## src/rtl/csc_pkg.sv

```systemverilog
package csc_pkg;

    localparam int NUM_PLANES  = 3;
    localparam int NUM_COEF    = NUM_PLANES * NUM_PLANES;
    localparam int REG_ADDR_W  = 4;
    localparam int OFS_BASE    = NUM_COEF;
    localparam int COMMIT_ADDR = OFS_BASE + NUM_PLANES;

endpackage

```

## src/rtl/csc_coef_bank.sv

```systemverilog
module csc_coef_bank
    import csc_pkg::*;
#(
    parameter int CW                     = 16,
    parameter bit RUNTIME_CTRL           = 1'b1,
    parameter int DEF_COEF [NUM_COEF]    = '{default: 0},
    parameter int DEF_OFFSET [NUM_PLANES] = '{default: 0}
) (
    input  logic                               clk,
    input  logic                               rst_n,
    input  logic                               reg_we,
    input  logic [REG_ADDR_W-1:0]              reg_addr,
    input  logic [CW-1:0]                      reg_wdata,
    input  logic                               pipe_empty,
    output logic [NUM_COEF-1:0][CW-1:0]        coef,
    output logic [NUM_PLANES-1:0][CW-1:0]      offset,
    output logic                               commit_pending
);

    typedef struct packed {
        logic [NUM_COEF-1:0][CW-1:0]   sh_coef;
        logic [NUM_COEF-1:0][CW-1:0]   act_coef;
        logic [NUM_PLANES-1:0][CW-1:0] sh_ofs;
        logic [NUM_PLANES-1:0][CW-1:0] act_ofs;
        logic                          pending;
    } bank_t;

    function automatic bank_t reset_value();
        bank_t v;
        v = '0;
        if (!RUNTIME_CTRL) begin
            for (int i = 0; i < NUM_COEF; i++) v.act_coef[i] = CW'(DEF_COEF[i]);
            for (int k = 0; k < NUM_PLANES; k++) v.act_ofs[k] = CW'(DEF_OFFSET[k]);
        end
        return v;
    endfunction

    localparam bank_t RESET_VAL = reset_value();

    bank_t st_d, st_q;

    always_comb begin
        st_d = st_q;
        if (RUNTIME_CTRL) begin
            // swap only once every in-flight pixel has left the pipeline
            if (st_q.pending && pipe_empty) begin
                st_d.act_coef = st_q.sh_coef;
                st_d.act_ofs  = st_q.sh_ofs;
                st_d.pending  = 1'b0;
            end
            if (reg_we) begin
                for (int i = 0; i < NUM_COEF; i++) begin
                    if (reg_addr == REG_ADDR_W'(i)) st_d.sh_coef[i] = reg_wdata;
                end
                for (int k = 0; k < NUM_PLANES; k++) begin
                    if (reg_addr == REG_ADDR_W'(OFS_BASE + k)) st_d.sh_ofs[k] = reg_wdata;
                end
                if (reg_addr == REG_ADDR_W'(COMMIT_ADDR)) st_d.pending = 1'b1;
            end
        end
    end

    always_ff @(posedge clk) begin
        if (!rst_n) st_q <= RESET_VAL;
        else        st_q <= st_d;
    end

    assign coef           = st_q.act_coef;
    assign offset         = st_q.act_ofs;
    assign commit_pending = st_q.pending;

    // the active set may only change after a cycle with an empty pipeline
    a_r6_swap_when_empty: assert property (@(posedge clk) disable iff (!rst_n)
        !$stable({st_q.act_coef, st_q.act_ofs}) |-> $past(pipe_empty));

endmodule

```

## src/rtl/csc_mac_pipe.sv

```systemverilog
module csc_mac_pipe
    import csc_pkg::*;
#(
    parameter int DW = 8,
    parameter int CW = 16,
    parameter int PW = CW + DW + 1,
    parameter int RW = PW + 2
) (
    input  logic                               clk,
    input  logic                               rst_n,
    input  logic                               in_valid,
    output logic                               in_ready,
    input  logic [NUM_PLANES*DW-1:0]           in_data,
    input  logic                               accept_en,
    input  logic [NUM_COEF-1:0][CW-1:0]        coef,
    input  logic [NUM_PLANES-1:0][CW-1:0]      offset,
    output logic                               out_valid,
    input  logic                               out_ready,
    output logic [NUM_PLANES*RW-1:0]           out_data,
    output logic                               empty
);

    typedef struct packed {
        logic                          v1;
        logic                          v2;
        logic                          v3;
        logic [NUM_COEF-1:0][PW-1:0]   prod;
        logic [NUM_PLANES-1:0][RW-1:0] part;
        logic [NUM_PLANES-1:0][RW-1:0] res;
    } pipe_t;

    function automatic logic [PW-1:0] mul_sample(input logic [CW-1:0] c, input logic [DW-1:0] x);
        logic signed [PW-1:0] cs;
        logic signed [PW-1:0] xs;
        cs = PW'($signed(c));
        xs = $signed(PW'(x));
        return cs * xs;
    endfunction

    function automatic logic [RW-1:0] ext_prod(input logic [PW-1:0] p);
        return RW'($signed(p));
    endfunction

    function automatic logic [RW-1:0] ext_ofs(input logic [CW-1:0] o);
        return RW'($signed(o));
    endfunction

    pipe_t st_d, st_q;
    logic  advance;
    logic  take;

    assign advance  = !st_q.v3 || out_ready;
    assign in_ready = advance && accept_en;
    assign take     = in_valid && in_ready;

    always_comb begin
        st_d = st_q;
        if (advance) begin
            st_d.v1 = take;
            st_d.v2 = st_q.v1;
            st_d.v3 = st_q.v2;
            // stage 1: nine products
            if (take) begin
                for (int j = 0; j < NUM_PLANES; j++) begin
                    for (int k = 0; k < NUM_PLANES; k++) begin
                        st_d.prod[NUM_PLANES*j+k] =
                            mul_sample(coef[NUM_PLANES*j+k], in_data[j*DW +: DW]);
                    end
                end
            end
            // stage 2: sum of the three products per output plane
            if (st_q.v1) begin
                for (int k = 0; k < NUM_PLANES; k++) begin
                    st_d.part[k] = ext_prod(st_q.prod[k])
                                 + ext_prod(st_q.prod[NUM_PLANES+k])
                                 + ext_prod(st_q.prod[2*NUM_PLANES+k]);
                end
            end
            // stage 3: offset
            if (st_q.v2) begin
                for (int k = 0; k < NUM_PLANES; k++) begin
                    st_d.res[k] = st_q.part[k] + ext_ofs(offset[k]);
                end
            end
        end
    end

    always_ff @(posedge clk) begin
        if (!rst_n) st_q <= '0;
        else        st_q <= st_d;
    end

    assign out_valid = st_q.v3;
    assign out_data  = st_q.res;
    assign empty     = !st_q.v1 && !st_q.v2 && !st_q.v3;

    // a stalled beat stays put
    a_r4_hold_on_stall: assert property (@(posedge clk) disable iff (!rst_n)
        out_valid && !out_ready |=> out_valid && $stable(out_data));

    // no new pixel enters while the output is stalled
    a_r4_no_take_on_stall: assert property (@(posedge clk) disable iff (!rst_n)
        out_valid && !out_ready |-> !in_ready);

endmodule

```

## src/rtl/csc_matrix.sv

```systemverilog
module csc_matrix
    import csc_pkg::*;
#(
    parameter int DW                      = 8,
    parameter int CW                      = 16,
    parameter int CFRAC                   = 12,
    parameter bit RUNTIME_CTRL            = 1'b1,
    parameter int DEF_COEF [NUM_COEF]     = '{1 << CFRAC, 0, 0, 0, 1 << CFRAC, 0, 0, 0, 1 << CFRAC},
    parameter int DEF_OFFSET [NUM_PLANES] = '{0, 0, 0},
    localparam int PW = CW + DW + 1,
    localparam int RW = PW + 2
) (
    input  logic                      clk,
    input  logic                      rst_n,
    input  logic                      in_valid,
    output logic                      in_ready,
    input  logic [NUM_PLANES*DW-1:0]  in_data,
    output logic                      out_valid,
    input  logic                      out_ready,
    output logic [NUM_PLANES*RW-1:0]  out_data,
    input  logic                      reg_we,
    input  logic [REG_ADDR_W-1:0]     reg_addr,
    input  logic [CW-1:0]             reg_wdata
);

    logic [NUM_COEF-1:0][CW-1:0]   coef;
    logic [NUM_PLANES-1:0][CW-1:0] offset;
    logic                          commit_pending;
    logic                          pipe_empty;

    csc_coef_bank #(
        .CW           (CW),
        .RUNTIME_CTRL (RUNTIME_CTRL),
        .DEF_COEF     (DEF_COEF),
        .DEF_OFFSET   (DEF_OFFSET)
    ) i_bank (
        .clk            (clk),
        .rst_n          (rst_n),
        .reg_we         (reg_we),
        .reg_addr       (reg_addr),
        .reg_wdata      (reg_wdata),
        .pipe_empty     (pipe_empty),
        .coef           (coef),
        .offset         (offset),
        .commit_pending (commit_pending)
    );

    csc_mac_pipe #(
        .DW (DW),
        .CW (CW),
        .PW (PW),
        .RW (RW)
    ) i_pipe (
        .clk       (clk),
        .rst_n     (rst_n),
        .in_valid  (in_valid),
        .in_ready  (in_ready),
        .in_data   (in_data),
        .accept_en (!commit_pending),
        .coef      (coef),
        .offset    (offset),
        .out_valid (out_valid),
        .out_ready (out_ready),
        .out_data  (out_data),
        .empty     (pipe_empty)
    );

    // input is closed while a commit waits for the pipeline to drain
    a_r6_closed_while_pending: assert property (@(posedge clk) disable iff (!rst_n)
        commit_pending |-> !in_ready);

endmodule

```

## config.mk

```make
export PLATFORM = sky130hd
export DESIGN_NAME = csc_matrix
export DESIGN_NICKNAME = d
export VERILOG_FILES = /design/src/rtl/csc_pkg.sv /design/src/rtl/csc_coef_bank.sv /design/src/rtl/csc_mac_pipe.sv /design/src/rtl/csc_matrix.sv
export SDC_FILE = /design/constraint.sdc
export NUM_CORES = 2
export LEC_CHECK = 0
export BUFFER_PORTS_ARGS = -buffer_cell sky130_fd_sc_hd__clkbuf_2
export CAP_MARGIN = 30
export CORE_MARGIN = 1.5
export CORE_UTILIZATION = 45
export CTS_CLUSTER_SIZE = 40
export DETAILED_ROUTE_END_ITERATION = 10
export SYNTH_ARGS = -nofsm -noshare
export SYNTH_HDL_FRONTEND = slang
export SYNTH_SLANG_ARGS = --single-unit
```

## constraint.sdc

```tcl
create_clock -name clk -period 5.2 [get_ports clk]
set_clock_uncertainty 0.15 [all_clocks]
set_input_delay 0.26 -clock clk [delete_from_list [all_inputs] [get_ports clk]]
set_output_delay 0.26 -clock clk [all_outputs]
set_load 0.02 [all_outputs]
```

==> reports/metrics.cfg <==
[global_routing]
antenna_found_initial=9
grt_pass1_vias=64300
overflow=0
grt_max_degree=177
grt_first_pass_wirelength_um=365000
grt_usage_pct=26.1

[setup_path]
critPathArrivalTime_ns=5.55
crit_chain=ha_1, fa_1, a21oi_1, o22ai_1, a211o_1, o21ai_0, o21bai_1, a21oi_1, xnor2_1, ha_1, a21o_1, a21o_1, a21o_1, nor2_1, a21oi_1, a31oi_1, xor2_1, o21ai_0
critPathCaptureType=register
critPathKind=register to register
crit_path_start_kind=register
required_ns=5.69
slowest_delay_ns=0.50
crit_fanout=5
slowest_stage=xor2_1
rrSetupSlack_ns=0.14

[yosys]
synthFlopType=dfxtp_1
ys_types=79
synth-async-reset-ratio_pct=0
synth-edff-count=0
synth_area_um2=78800
syn-instance-count=9720
yosysWarnings=0
syn_nets=11400
syn_avg_cell_area_um2=8.10
ys_seq_area_share_pct=19.7
ys_ff_latch=775

[sta]
period_share_pct=97.4
fin_crit_ns=5.06
hold_slack_ns=0.0675
max_freq_mhz=197
max_slew.worst_pin.slew_ns=1.04
relSlewSlack_pct=30.2
maxSlewViolCount=0
hold_viol=0
finalSetupViolations=0

[placed_design]
gp_congestion=0.940
dp_hpwl_um=179000
io_buffers=131
dpl.cell_count=12100

[cells_and_area]
nNetsFinal=11600
fill_cells=16900
final_common_cell=nand2_1
drive_gt1_share_pct=9.15
final_cells=12300
final_cell_mix=nand2_1, inv_1, fa_1
area_growth_pct=11.8

[drt]
wirelength_um=232000
drc=0
drtIter0Drc=4403
vias=65000
firstDrtPassIters=6
wl_per_cell_um=18.8
routed_via_density=5.27
postRouteAntennaNets=0

[status]
outcome=complete, no violations

[clock_tree]
clock_sinks=775
cts_tree=yes
h-tree-depth=3
clkTransAtPathRegs_ns=0.06
cts-root-buf=clkbuf_16
clock_path_buffers=3
clkLatencyLatePin_ns=0.75
cts_buffers=94

[power_and_ir_drop]
p_leak_nw=43.2
max-vdd-ir-drop_v=0.000256
power_density_nw_per_um2=159
power_mw=14.0

[floorplanning]
io_pins=132
die_h_um=421
die_width_um=421
rows=153
die_area_um2=178000
initial_utilization_pct=45.3
core_um2=174000

[hold_path]
hold_path.class=input port to register

[run]
cap_violations=0

[where the power goes]
| part | switching [mW] | total [mW] | leakage, nW | internal [mW] |
|---|---|---|---|---|
| clock | 2.95 | 7.03 | 1.58 | 4.08 |
| combinational | 0.714 | 0.946 | 35.3 | 0.231 |
| sequential | 0.0440 | 6.03 | 6.28 | 5.98 |
[flip-flops by register name (all words and copies together), names as in the netlist]
name and count:
i_bank.commit_pending 1, i_pipe.st_q 308, i_bank.offset 48, i_pipe.out_data 81, i_pipe.out_valid 1, i_bank.coef 144, i_bank.st_q 192
[worst max-delay path: cells and delay by family, from the launching register on]
family | cells | cell delay (ns)
AOI/OAI and AO/OA | 12 | 2.54
xor gates and xnor gates | 2 | 0.74
and+or+nand+nor | 1 | 0.16
adders and majority gates | 3 | 1.01
DFF | 1 | 0.33
[synth_stat cells (6+ instances only)]
| cell | number | area [µm²] |
|---|---|---|
| a2111oi_0 | 8 | 70.1 |
| a211o_1 | 19 | 166 |
| a211oi_1 | 72 | 541 |
| a21boi_0 | 18 | 135 |
| a21o_1 | 148 | 1110 |
| a21oi_1 | 912 | 4560 |
| a31o_2 | 9 | 78.8 |
| a31oi_1 | 40 | 250 |
| a41oi_1 | 9 | 78.8 |
| and2_1 | 652 | 4080 |
| and3_1 | 33 | 206 |
| and4_1 | 8 | 70.1 |
| buf_1 | 35 | 131 |
| buf_4 | 81 | 608 |
| clkbuf_1 | 402 | 1510 |
| dfxtp_1 | 775 | 15500 |
| fa_1 | 927 | 18600 |
| ha_1 | 681 | 8520 |
| inv_1 | 1399 | 5250 |
| mux2i_1 | 18 | 180 |
| nand2_1 | 1913 | 7180 |
| nand2b_1 | 51 | 319 |
| nand3_1 | 110 | 551 |
| nand3b_1 | 8 | 60.1 |
| nand4_1 | 24 | 150 |
| nand4b_1 | 7 | 61.3 |
| nor2_1 | 271 | 1020 |
| nor2b_1 | 32 | 200 |
| nor3_1 | 86 | 430 |
| nor3b_1 | 9 | 67.6 |
| nor4_1 | 11 | 68.8 |
| o211ai_1 | 26 | 195 |
| o21a_1 | 49 | 368 |
| o21ai_0 | 283 | 1420 |
| o21bai_1 | 54 | 405 |
| o31a_1 | 9 | 78.8 |
| o31ai_1 | 21 | 158 |
| or2_2 | 14 | 87.6 |
| or3_1 | 30 | 188 |
| or4_1 | 6 | 45.0 |
| xnor2_1 | 256 | 2240 |
| xor2_1 | 107 | 937 |
[repair_timing]
item,4_1_cts,5_1_grt
hold buffers,20,0
buffers inserted,0,1
resized for setup,8,119
setup endpoints to repair,5,68
pin swaps,0,15
endpoints found under the hold margin,122,0
[through the flow]
step	setup TNS [ns]	instance area, µm²	utilization [%]	setup slack, ns
global placement	-1.92	84100	48.4	-0.283
floorplan	-0.0358	78800	-	-0.0358
detailed placement	-3.69	84300	48.5	-0.307
CTS	0	87800	50.5	0.0120
global route	-0.000639	88100	50.7	-0.000639
finish	0	88100	50.7	0.136
[cell families after synthesis]
| family | Yosys count | share of synthesized area (%) |
|---|---|---|
| buffers and inverters | 1922 | 9.58 |
| xor gates and xnor gates | 363 | 4.04 |
| and+or+nand+nor | 3275 | 18.9 |
| muxes | 18 | 0.229 |
| adders and majority gates | 1608 | 34.4 |
| DFF | 775 | 19.7 |
| AOI/OAI and AO/OA | 1759 | 13.2 |
[per-layer routing]
| metal | track usage, % | wire length [µm] | up-vias |
|---|---|---|---|
| li1 | - | - | 31200 |
| met1 | 35.4 | 104000 | 31900 |
| met2 | 43.0 | 107000 | 1657 |
| met3 | 3.11 | 13000 | 293 |
| met4 | 9.02 | 8520 | 2 |
| met5 | 0 | 13 | - |
[worst paths after layout]
path,from,end,cells past startpoint
max,i_pipe.st_q[162],i_pipe.st_q[102],18
min,in_valid,i_pipe.st_q[304],5
max reg2reg,i_pipe.st_q[162],i_pipe.st_q[102],18
min reg2reg,i_bank.st_q[343],i_bank.coef[102],2
[area by class of cell]
class | count | area, µm² | share of cell area [%]
antenna | 7 | 17.5 | 0.0199
timing repair buffer | 639 | 5070 | 5.75
sequential | 775 | 15600 | 17.7
clock buffer | 123 | 2570 | 2.92
multi-input combinational | 7023 | 56000 | 63.5
clock inverter | 47 | 693 | 0.787
tap | 2325 | 2910 | 3.30
inverter | 1400 | 5260 | 5.97
No activity file was read; power rests on OpenSTA's default activity.
